File: src/rtl/can_tx_sched_pkg.sv
// Package: shared field codes and helper constants for the transmit scheduler.
// Assumes a 3-bit field selector on the configuration write port.
package can_tx_sched_pkg;

    typedef enum logic [2:0] {
        FLD_VALID = 3'd0,
        FLD_TREQ  = 3'd1,
        FLD_RTR   = 3'd2,
        FLD_HOLD  = 3'd3,
        FLD_TIE   = 3'd4,
        FLD_DLC   = 3'd5,
        FLD_TCCLR = 3'd6,
        FLD_HALT  = 3'd7
    } fld_e;

    localparam int unsigned DLC_MAX = 8;

endpackage

File: src/rtl/can_txb_slot.sv
// Module: one message buffer's control state and its eligibility decision.
// Assumes at most one field write per cycle. Within a cycle a completion
// overrides a software write to the same bits.
module can_txb_slot
    import can_tx_sched_pkg::*;
#(
    parameter int unsigned DLCW = 4
) (
    input  logic            clk,
    input  logic            rst_n,
    input  logic            wr,
    input  logic [2:0]      field,
    input  logic [DLCW-1:0] val,
    input  logic            rx_hit,
    input  logic            done_hit,
    output logic            valid,
    output logic            treq,
    output logic            rtr,
    output logic            hold,
    output logic            tie,
    output logic            rrtr,
    output logic            tc,
    output logic [DLCW-1:0] dlc,
    output logic            dlc_bad,
    output logic            elig
);

    // Per-buffer control registers updated by writes, arrivals and completions.
    always_ff @(posedge clk) begin
        if (!rst_n) begin
            valid <= 1'b0;
            treq  <= 1'b0;
            rtr   <= 1'b0;
            hold  <= 1'b0;
            tie   <= 1'b0;
            rrtr  <= 1'b0;
            tc    <= 1'b0;
            dlc   <= '0;
        end else begin
            if (wr) begin
                case (fld_e'(field))
                    FLD_VALID: valid <= val[0];
                    FLD_TREQ:  treq  <= val[0];
                    FLD_RTR:   rtr   <= val[0];
                    FLD_HOLD:  hold  <= val[0];
                    FLD_TIE:   tie   <= val[0];
                    FLD_DLC:   dlc   <= val;
                    FLD_TCCLR: if (val[0]) tc <= 1'b0;
                    default: ;
                endcase
            end
            if (rx_hit && valid) rrtr <= 1'b1;
            if (done_hit) begin
                treq <= 1'b0;
                rrtr <= 1'b0;
                tc   <= 1'b1;
            end
        end
    end

    // Length legality and the eligibility rule for data and remote requests.
    always_comb begin
        dlc_bad = (dlc > DLCW'(DLC_MAX));
        elig    = valid && treq && !dlc_bad &&
                  (rtr ? !hold : (!hold || rrtr));
    end

endmodule

File: src/rtl/can_txb_pick.sv
// Module: lowest-index-first selector over the eligibility vector.
// Assumes the index width is wide enough to hold NBUF-1.
module can_txb_pick #(
    parameter int unsigned NBUF = 8,
    localparam int unsigned IW  = (NBUF > 1) ? $clog2(NBUF) : 1
) (
    input  logic [NBUF-1:0] elig,
    output logic            any,
    output logic [IW-1:0]   idx
);

    // Scan from the top so the lowest set bit is the last one assigned.
    always_comb begin
        any = |elig;
        idx = '0;
        for (int i = NBUF - 1; i >= 0; i--) begin
            if (elig[i]) idx = IW'(i);
        end
    end

endmodule

File: src/rtl/can_tx_sched.sv
// Module: transmit scheduler top. It holds the per-buffer slots and the stop
// bit, offers one buffer at a time to the protocol engine, and tracks the
// accepted buffer until done. Assumes eng_ack arrives only while tx_req_o is
// high and eng_done arrives only after an acknowledge. Stray pulses are ignored.
module can_tx_sched
    import can_tx_sched_pkg::*;
#(
    parameter int unsigned NBUF = 8,
    parameter int unsigned DLCW = 4,
    localparam int unsigned IW  = (NBUF > 1) ? $clog2(NBUF) : 1
) (
    input  logic            clk,
    input  logic            rst_n,
    input  logic            cfg_we,
    input  logic [2:0]      cfg_field,
    input  logic [IW-1:0]   cfg_idx,
    input  logic [DLCW-1:0] cfg_val,
    input  logic            rx_rtr_hit,
    input  logic [IW-1:0]   rx_rtr_idx,
    output logic            tx_req_o,
    output logic [IW-1:0]   tx_idx_o,
    output logic            tx_rtr_o,
    output logic [DLCW-1:0] tx_dlc_o,
    input  logic            eng_ack,
    input  logic            eng_done,
    output logic            irq_o,
    output logic            halt_o,
    output logic [NBUF-1:0] valid_o,
    output logic [NBUF-1:0] treq_o,
    output logic [NBUF-1:0] rrtr_o,
    output logic [NBUF-1:0] tc_o,
    output logic [NBUF-1:0] dlc_bad_o
);

    logic                       halt_q;
    logic                       busy_q;
    logic [IW-1:0]              cur_q;
    logic [NBUF-1:0]            rtr_w;
    logic [NBUF-1:0]            hold_w;
    logic [NBUF-1:0]            tie_w;
    logic [NBUF-1:0]            elig_w;
    logic [NBUF-1:0][DLCW-1:0]  dlc_w;
    logic                       any_w;
    logic [IW-1:0]              pick_w;
    logic                       done_ev;

    assign done_ev = busy_q && eng_done;

    // One slot per buffer; each sees only its own write, arrival and completion.
    for (genvar g = 0; g < NBUF; g++) begin : g_slot
        can_txb_slot #(.DLCW(DLCW)) u_slot (
            .clk      (clk),
            .rst_n    (rst_n),
            .wr       (cfg_we && (cfg_idx == IW'(g)) && (cfg_field != FLD_HALT)),
            .field    (cfg_field),
            .val      (cfg_val),
            .rx_hit   (rx_rtr_hit && (rx_rtr_idx == IW'(g))),
            .done_hit (done_ev && (cur_q == IW'(g))),
            .valid    (valid_o[g]),
            .treq     (treq_o[g]),
            .rtr      (rtr_w[g]),
            .hold     (hold_w[g]),
            .tie      (tie_w[g]),
            .rrtr     (rrtr_o[g]),
            .tc       (tc_o[g]),
            .dlc      (dlc_w[g]),
            .dlc_bad  (dlc_bad_o[g]),
            .elig     (elig_w[g])
        );
    end

    can_txb_pick #(.NBUF(NBUF)) u_pick (
        .elig (elig_w),
        .any  (any_w),
        .idx  (pick_w)
    );

    // Global stop bit: set by reset, changed only by its own field write.
    always_ff @(posedge clk) begin
        if (!rst_n) begin
            halt_q <= 1'b1;
        end else if (cfg_we && (cfg_field == FLD_HALT)) begin
            halt_q <= cfg_val[0];
        end
    end

    // Offer drive: combinational, so a withdrawn request drops at once.
    always_comb begin
        tx_req_o = !busy_q && !halt_q && any_w;
        tx_idx_o = pick_w;
        tx_rtr_o = rtr_w[pick_w];
        tx_dlc_o = dlc_w[pick_w];
    end

    // Engine handshake tracker: latches the accepted buffer until done.
    always_ff @(posedge clk) begin
        if (!rst_n) begin
            busy_q <= 1'b0;
            cur_q  <= '0;
        end else if (!busy_q) begin
            if (tx_req_o && eng_ack) begin
                busy_q <= 1'b1;
                cur_q  <= pick_w;
            end
        end else if (eng_done) begin
            busy_q <= 1'b0;
        end
    end

    // Interrupt and stop-bit outputs.
    always_comb begin
        irq_o  = |(tc_o & tie_w);
        halt_o = halt_q;
    end

endmodule

File: config.mk
export PLATFORM = sky130hd
export DESIGN_NAME = can_tx_sched
export DESIGN_NICKNAME = d
export VERILOG_FILES = /design/src/rtl/can_tx_sched_pkg.sv /design/src/rtl/can_txb_slot.sv /design/src/rtl/can_txb_pick.sv /design/src/rtl/can_tx_sched.sv
export SDC_FILE = /design/constraint.sdc
export NUM_CORES = 1
export LEC_CHECK = 0
export BUFFER_PORTS_ARGS = -buffer_cell sky130_fd_sc_hd__buf_2
export CELL_PAD_IN_SITES_DETAIL_PLACEMENT = 1
export CELL_PAD_IN_SITES_GLOBAL_PLACEMENT = 1
export CORE_MARGIN = 4
export CORE_UTILIZATION = 39
export CTS_BUF_LIST = sky130_fd_sc_hd__clkbuf_16
export CTS_CLUSTER_SIZE = 40
export DETAILED_ROUTE_END_ITERATION = 10
export GPL_TIMING_DRIVEN = 1
export PLACE_DENSITY_LB_ADDON = 0.1
export SLEW_MARGIN = 30
export SYNTH_ARGS = -nofsm -noshare
export SYNTH_HDL_FRONTEND = slang
export SYNTH_SLANG_ARGS = --single-unit
File: constraint.sdc
create_clock -name clk -period 2.32 [get_ports clk]
set_clock_uncertainty 0.2 [all_clocks]
set_input_delay 0.116 -clock clk [delete_from_list [all_inputs] [get_ports clk]]
set_output_delay 0.116 -clock clk [all_outputs]
set_load 0.1 [all_outputs]
==> impl_results.rst <==
.. list-table::
   :header-rows: 1

   * - Metric
     - Value
   * - Netlist cell types
     - 46
   * - Actual slew at the worst max-slew pin
     - 721 ps
   * - Antenna diode count
     - 0
   * - Storage element area
     - 0.00186 mm^2
   * - Starting Density
     - 40.4%
   * - Outcome
     - complete, but fails checks
   * - Final setup vio count
     - 10
   * - Setup repair after global routing missed its margin
     - yes
   * - GR Overflow Total
     - 0
   * - Clock tree from TritonCTS
     - built
   * - Number of port buffers
     - 69
   * - Critical Path Source
     - g_slot[6].u_slot.dlc[0]
   * - Commonest register cell after synthesis
     - sky130_fd_sc_hd__dfxtp_1
   * - Floorplan row count
     - 40
   * - Clock slew seen by the registers of the worst setup and hold paths
     - 70 ps
   * - Highest-delay cell along the critical path
     - sky130_fd_sc_hd__a221oi_4
   * - Largest cells by area after synthesis
     - sky130_fd_sc_hd__dfxtp_1 38%, sky130_fd_sc_hd__a21boi_0 9.0%, sky130_fd_sc_hd__mux2i_1 7.1%
   * - Routability cong.
     - 0.809
   * - Filler Cell Count
     - 1488
   * - Length in cells of the worst reg-to-reg path
     - 9
   * - Overall fraction of global-route tracks in use
     - 23.8%
   * - Detailed-route wire length
     - 17.4 mm
   * - Cell type with the highest occurrence count on the critical path
     - sky130_fd_sc_hd__a221oi_4
   * - IO Pins
     - 70
   * - Number of H-tree levels
     - 3
   * - Post-synthesis async set-or-reset flop share
     - 0%
   * - Hold Path Origin
     - cfg_we
   * - Avg Cell Area, Syn
     - 8.20 um^2
   * - Reg2reg start
     - g_slot[7].u_slot.dlc[0]
   * - Max-Slew Margin vs Limit
     - 51.8%
   * - Hold path endpoint
     - halt_o
   * - Library cell with the largest summed area after synthesis
     - sky130_fd_sc_hd__dfxtp_1
   * - Final ANT Viol Nets
     - 0
   * - Number of cells on the worst hold path
     - 4
   * - Number of warnings reported in the yosys synthesis log
     - 0
   * - Ordered cell list for the critical path
     - o31a_1 > a211o_1 > a21o_1 > a221oi_4 > buf_4 > mux2_2 > o2bb2ai_2 > a221oi_4 > buf_12
   * - Cell with the most instances after synthesis
     - sky130_fd_sc_hd__dfxtp_1
   * - Highest net fanout along the worst path
     - 4
   * - Top cell type's share of synthesized area
     - 37.8%
   * - Insertion delay to the later sink of the worst-skew pair
     - 350 ps
   * - CP arrival
     - 2900 ps
   * - Max-cap check violation count
     - 0
   * - Die height
     - 120 um
   * - Fin. max-slew vios
     - 0
   * - Cell area after synthesis
     - 0.00493 mm^2
   * - Number of clock sinks seen by CTS
     - 93
   * - Max Clk Rate
     - 311 MHz
   * - Synth Net Count
     - 620
   * - Fin area
     - 0.00663 mm^2
   * - Endpoint required time on the critical path
     - 2000 ps
   * - DRC marker count from the first detailed-route iteration
     - 239
   * - Final total negative setup slack
     - -5450 ps
   * - Wire length of the first global-routing pass
     - 26.8 mm
   * - Overall via count from detail_route
     - 4761
   * - Failing checks
     - negative hold slack, negative setup slack
   * - Root Driver
     - sky130_fd_sc_hd__clkbuf_16
   * - Max VDD drop
     - 0.253 mV
   * - Crit path kind
     - reg -> out
   * - HPWL reported at the end of detailed placement
     - 12.4 mm
   * - Period minus WS final
     - 3210 ps
   * - Capture instance of the worst register-to-register path
     - cur_q[1]
   * - Final worst-path setup slack
     - -892 ps
   * - Area of placed instances
     - 0.00600 mm^2
   * - Longest Clk Path Bufs
     - 2
   * - Vias in the first global route
     - 4920
   * - Largest net degree at the start of global routing
     - 86
   * - CTS buffer count
     - 9
   * - CP Capture Type
     - output port
   * - Die footprint
     - 0.0145 mm^2
   * - DR DRC count
     - 0
   * - Final hold vios
     - 1
   * - Area added between synthesis and finish
     - 34.5%
   * - Detailed Routing Iterations Pass 1
     - 4
   * - Fraction of the yosys area taken by sequential cells
     - 37.8%
   * - Number of synthesized register bits
     - 93
   * - Leak Pwr
     - 2.65 nW
   * - Area inside the core boundary
     - 0.0122 mm^2
   * - Synthesized instance count
     - 601
   * - Final hold slack
     - -2.84 ps
   * - Number of antenna violations at the first check in global routing
     - 0
   * - Worst path max stage delay
     - 390 ps
   * - Routed WL per cell
     - 19.5 um
   * - Share of the cycle needed by the critical path after routing
     - 138%
   * - Die width
     - 120 um
   * - Number of flops mapped to enable cells by yosys
     - 0
   * - Number of nets at the end of the flow
     - 736
   * - Total area of multi-input combinational cells
     - 0.00282 mm^2
   * - Hold WC Path Type
     - in -> reg
   * - Top cells by instance count after synthesis
     - 93 x sky130_fd_sc_hd__dfxtp_1, 85 x sky130_fd_sc_hd__nand2_1, 71 x sky130_fd_sc_hd__nor2_1
   * - Worst setup SP type
     - register
   * - Layout cells sized above 1
     - 32.0%
   * - P per Cell Area
     - 497 mW/mm^2
   * - Mean number of vias per cell
     - 5.36
   * - Register-to-register path setup slack
     - -30 ps
-- what timing repair did --
| action | CTS | global route |
|---|---|---|
| setup buffers | 8 | 11 |
| hold buffers | 8 | 0 |
| hold endpoints to repair | 30 | 0 |
| pin swaps | 2 | 7 |
| setup endpoints to repair | 10 | 10 |
| gates resized for setup | 22 | 21 |
-- sequential cells by signal, summed over array words and instances (netlist names) --
| signal | flops |
|---|---|
| g_slot.u_slot.dlc | 32 |
| halt_o | 1 |
| g_slot.u_slot.tie | 8 |
| g_slot.u_slot.hold | 8 |
| g_slot.u_slot.treq | 8 |
| g_slot.u_slot.tc | 8 |
| g_slot.u_slot.rrtr | 8 |
| busy_q | 1 |
| cur_q | 3 |
| g_slot.u_slot.valid | 8 |
| g_slot.u_slot.rtr | 8 |
-- layer usage --
| metal | GRT usage [%] | wire (um) | vias to the layer above | part of all wire, % |
|---|---|---|---|---|
| li1 | - | - | 2267 | - |
| met1 | 30.4 | 7780 | 2357 | 45 |
| met2 | 40.2 | 8510 | 110 | 49 |
| met3 | 3.60 | 614 | 27 | 3.5 |
| met4 | 9.56 | 446 | 0 | 2.6 |
| met5 | 0 | 0 | - | 0 |
-- final cells by class --
| class | instances | area share [%] |
|---|---|---|
| Timing Repair Buffer | 186 | 21.7 |
| Clock buffer | 9 | 3.40 |
| Multi-Input combinational cell | 425 | 42.5 |
| Tap cell | 168 | 3.17 |
| Clock inverter | 6 | 0.962 |
| Inverter | 2 | 0.170 |
| Sequential cell | 93 | 28.1 |
-- power by group --
group | switching [mW] | internal [mW] | total, mW
Combinational | 0.139 | 0.0671 | 0.206
Clock | 0.655 | 0.830 | 1.48
Sequential | 0.00311 | 1.60 | 1.60
Total | 0.798 | 2.50 | 3.30
-- placed cells by master (no fill, tap or decap), types with 8 or more instances in the layout --
| cell type | netlist | layout |
|---|---|---|
| sky130_fd_sc_hd__buf_4 | 40 | 96 |
| sky130_fd_sc_hd__dfxtp_1 | 93 | 91 |
| sky130_fd_sc_hd__nand2_1 | 85 | 84 |
| sky130_fd_sc_hd__nor2_1 | 71 | 70 |
| sky130_fd_sc_hd__o21ai_0 | 63 | 63 |
| sky130_fd_sc_hd__buf_2 | 0 | 60 |
| sky130_fd_sc_hd__a21boi_0 | 59 | 59 |
| sky130_fd_sc_hd__mux2i_1 | 35 | 31 |
| sky130_fd_sc_hd__nor2b_1 | 22 | 21 |
| sky130_fd_sc_hd__buf_6 | 0 | 12 |
| sky130_fd_sc_hd__buf_12 | 1 | 10 |
| sky130_fd_sc_hd__clkbuf_16 | 0 | 9 |
| sky130_fd_sc_hd__nand2b_1 | 8 | 8 |
| sky130_fd_sc_hd__o31a_1 | 8 | 8 |
| sky130_fd_sc_hd__dlygate4sd3_1 | 0 | 8 |
-- how the worst max path moves through the flow --
stage	to	cells past startpoint
global route	tx_rtr_o	9
finish	tx_rtr_o	9
floorplan	tx_dlc_o[2]	7
detailed placement	tx_dlc_o[1]	9
global placement	tx_dlc_o[1]	9
CTS	tx_dlc_o[2]	8
-- per-stage QoR --
| step | cells | setup slack (ps) | util [%] | total power [mW] | hold slack, ps |
|---|---|---|---|---|---|
| 2_1_floorplan | 601 | -1460 | - | 1.76 | 101 |
| 3_3_place_gp | 855 | -409 | 49.1 | 1.83 | 253 |
| 3_5_place_dp | 855 | -517 | 49.1 | 1.84 | 267 |
| 4_1_cts | 886 | -810 | 53.5 | 3.30 | 5.61 |
| 5_1_grt | 889 | -976 | 54.3 | 3.40 | 15.9 |
| 6_report | 889 | -892 | 54.3 | 3.30 | -2.84 |
-- kinds of logic (layout without fill, tap and decap cells) --
| group | count (synthesis) | count (layout) | synth area share (%) |
|---|---|---|---|
| AND/OR/NAND/NOR | 214 | 214 | 19.6 |
| buffers and inverters | 83 | 203 | 9.93 |
| AO/OA/AOI/OAI | 171 | 171 | 24.5 |
| multiplexers | 40 | 40 | 8.25 |
| flip-flops | 93 | 93 | 37.8 |
-- critical path, delay by kind of cell (launching register included) --
family	cells	cell delay (ps)
buffers and inverters	2	420
muxes	1	350
AOI/OAI and AO/OA	6	1450
DFF	1	330
Note: power is estimated with default switching activity, not from simulation.
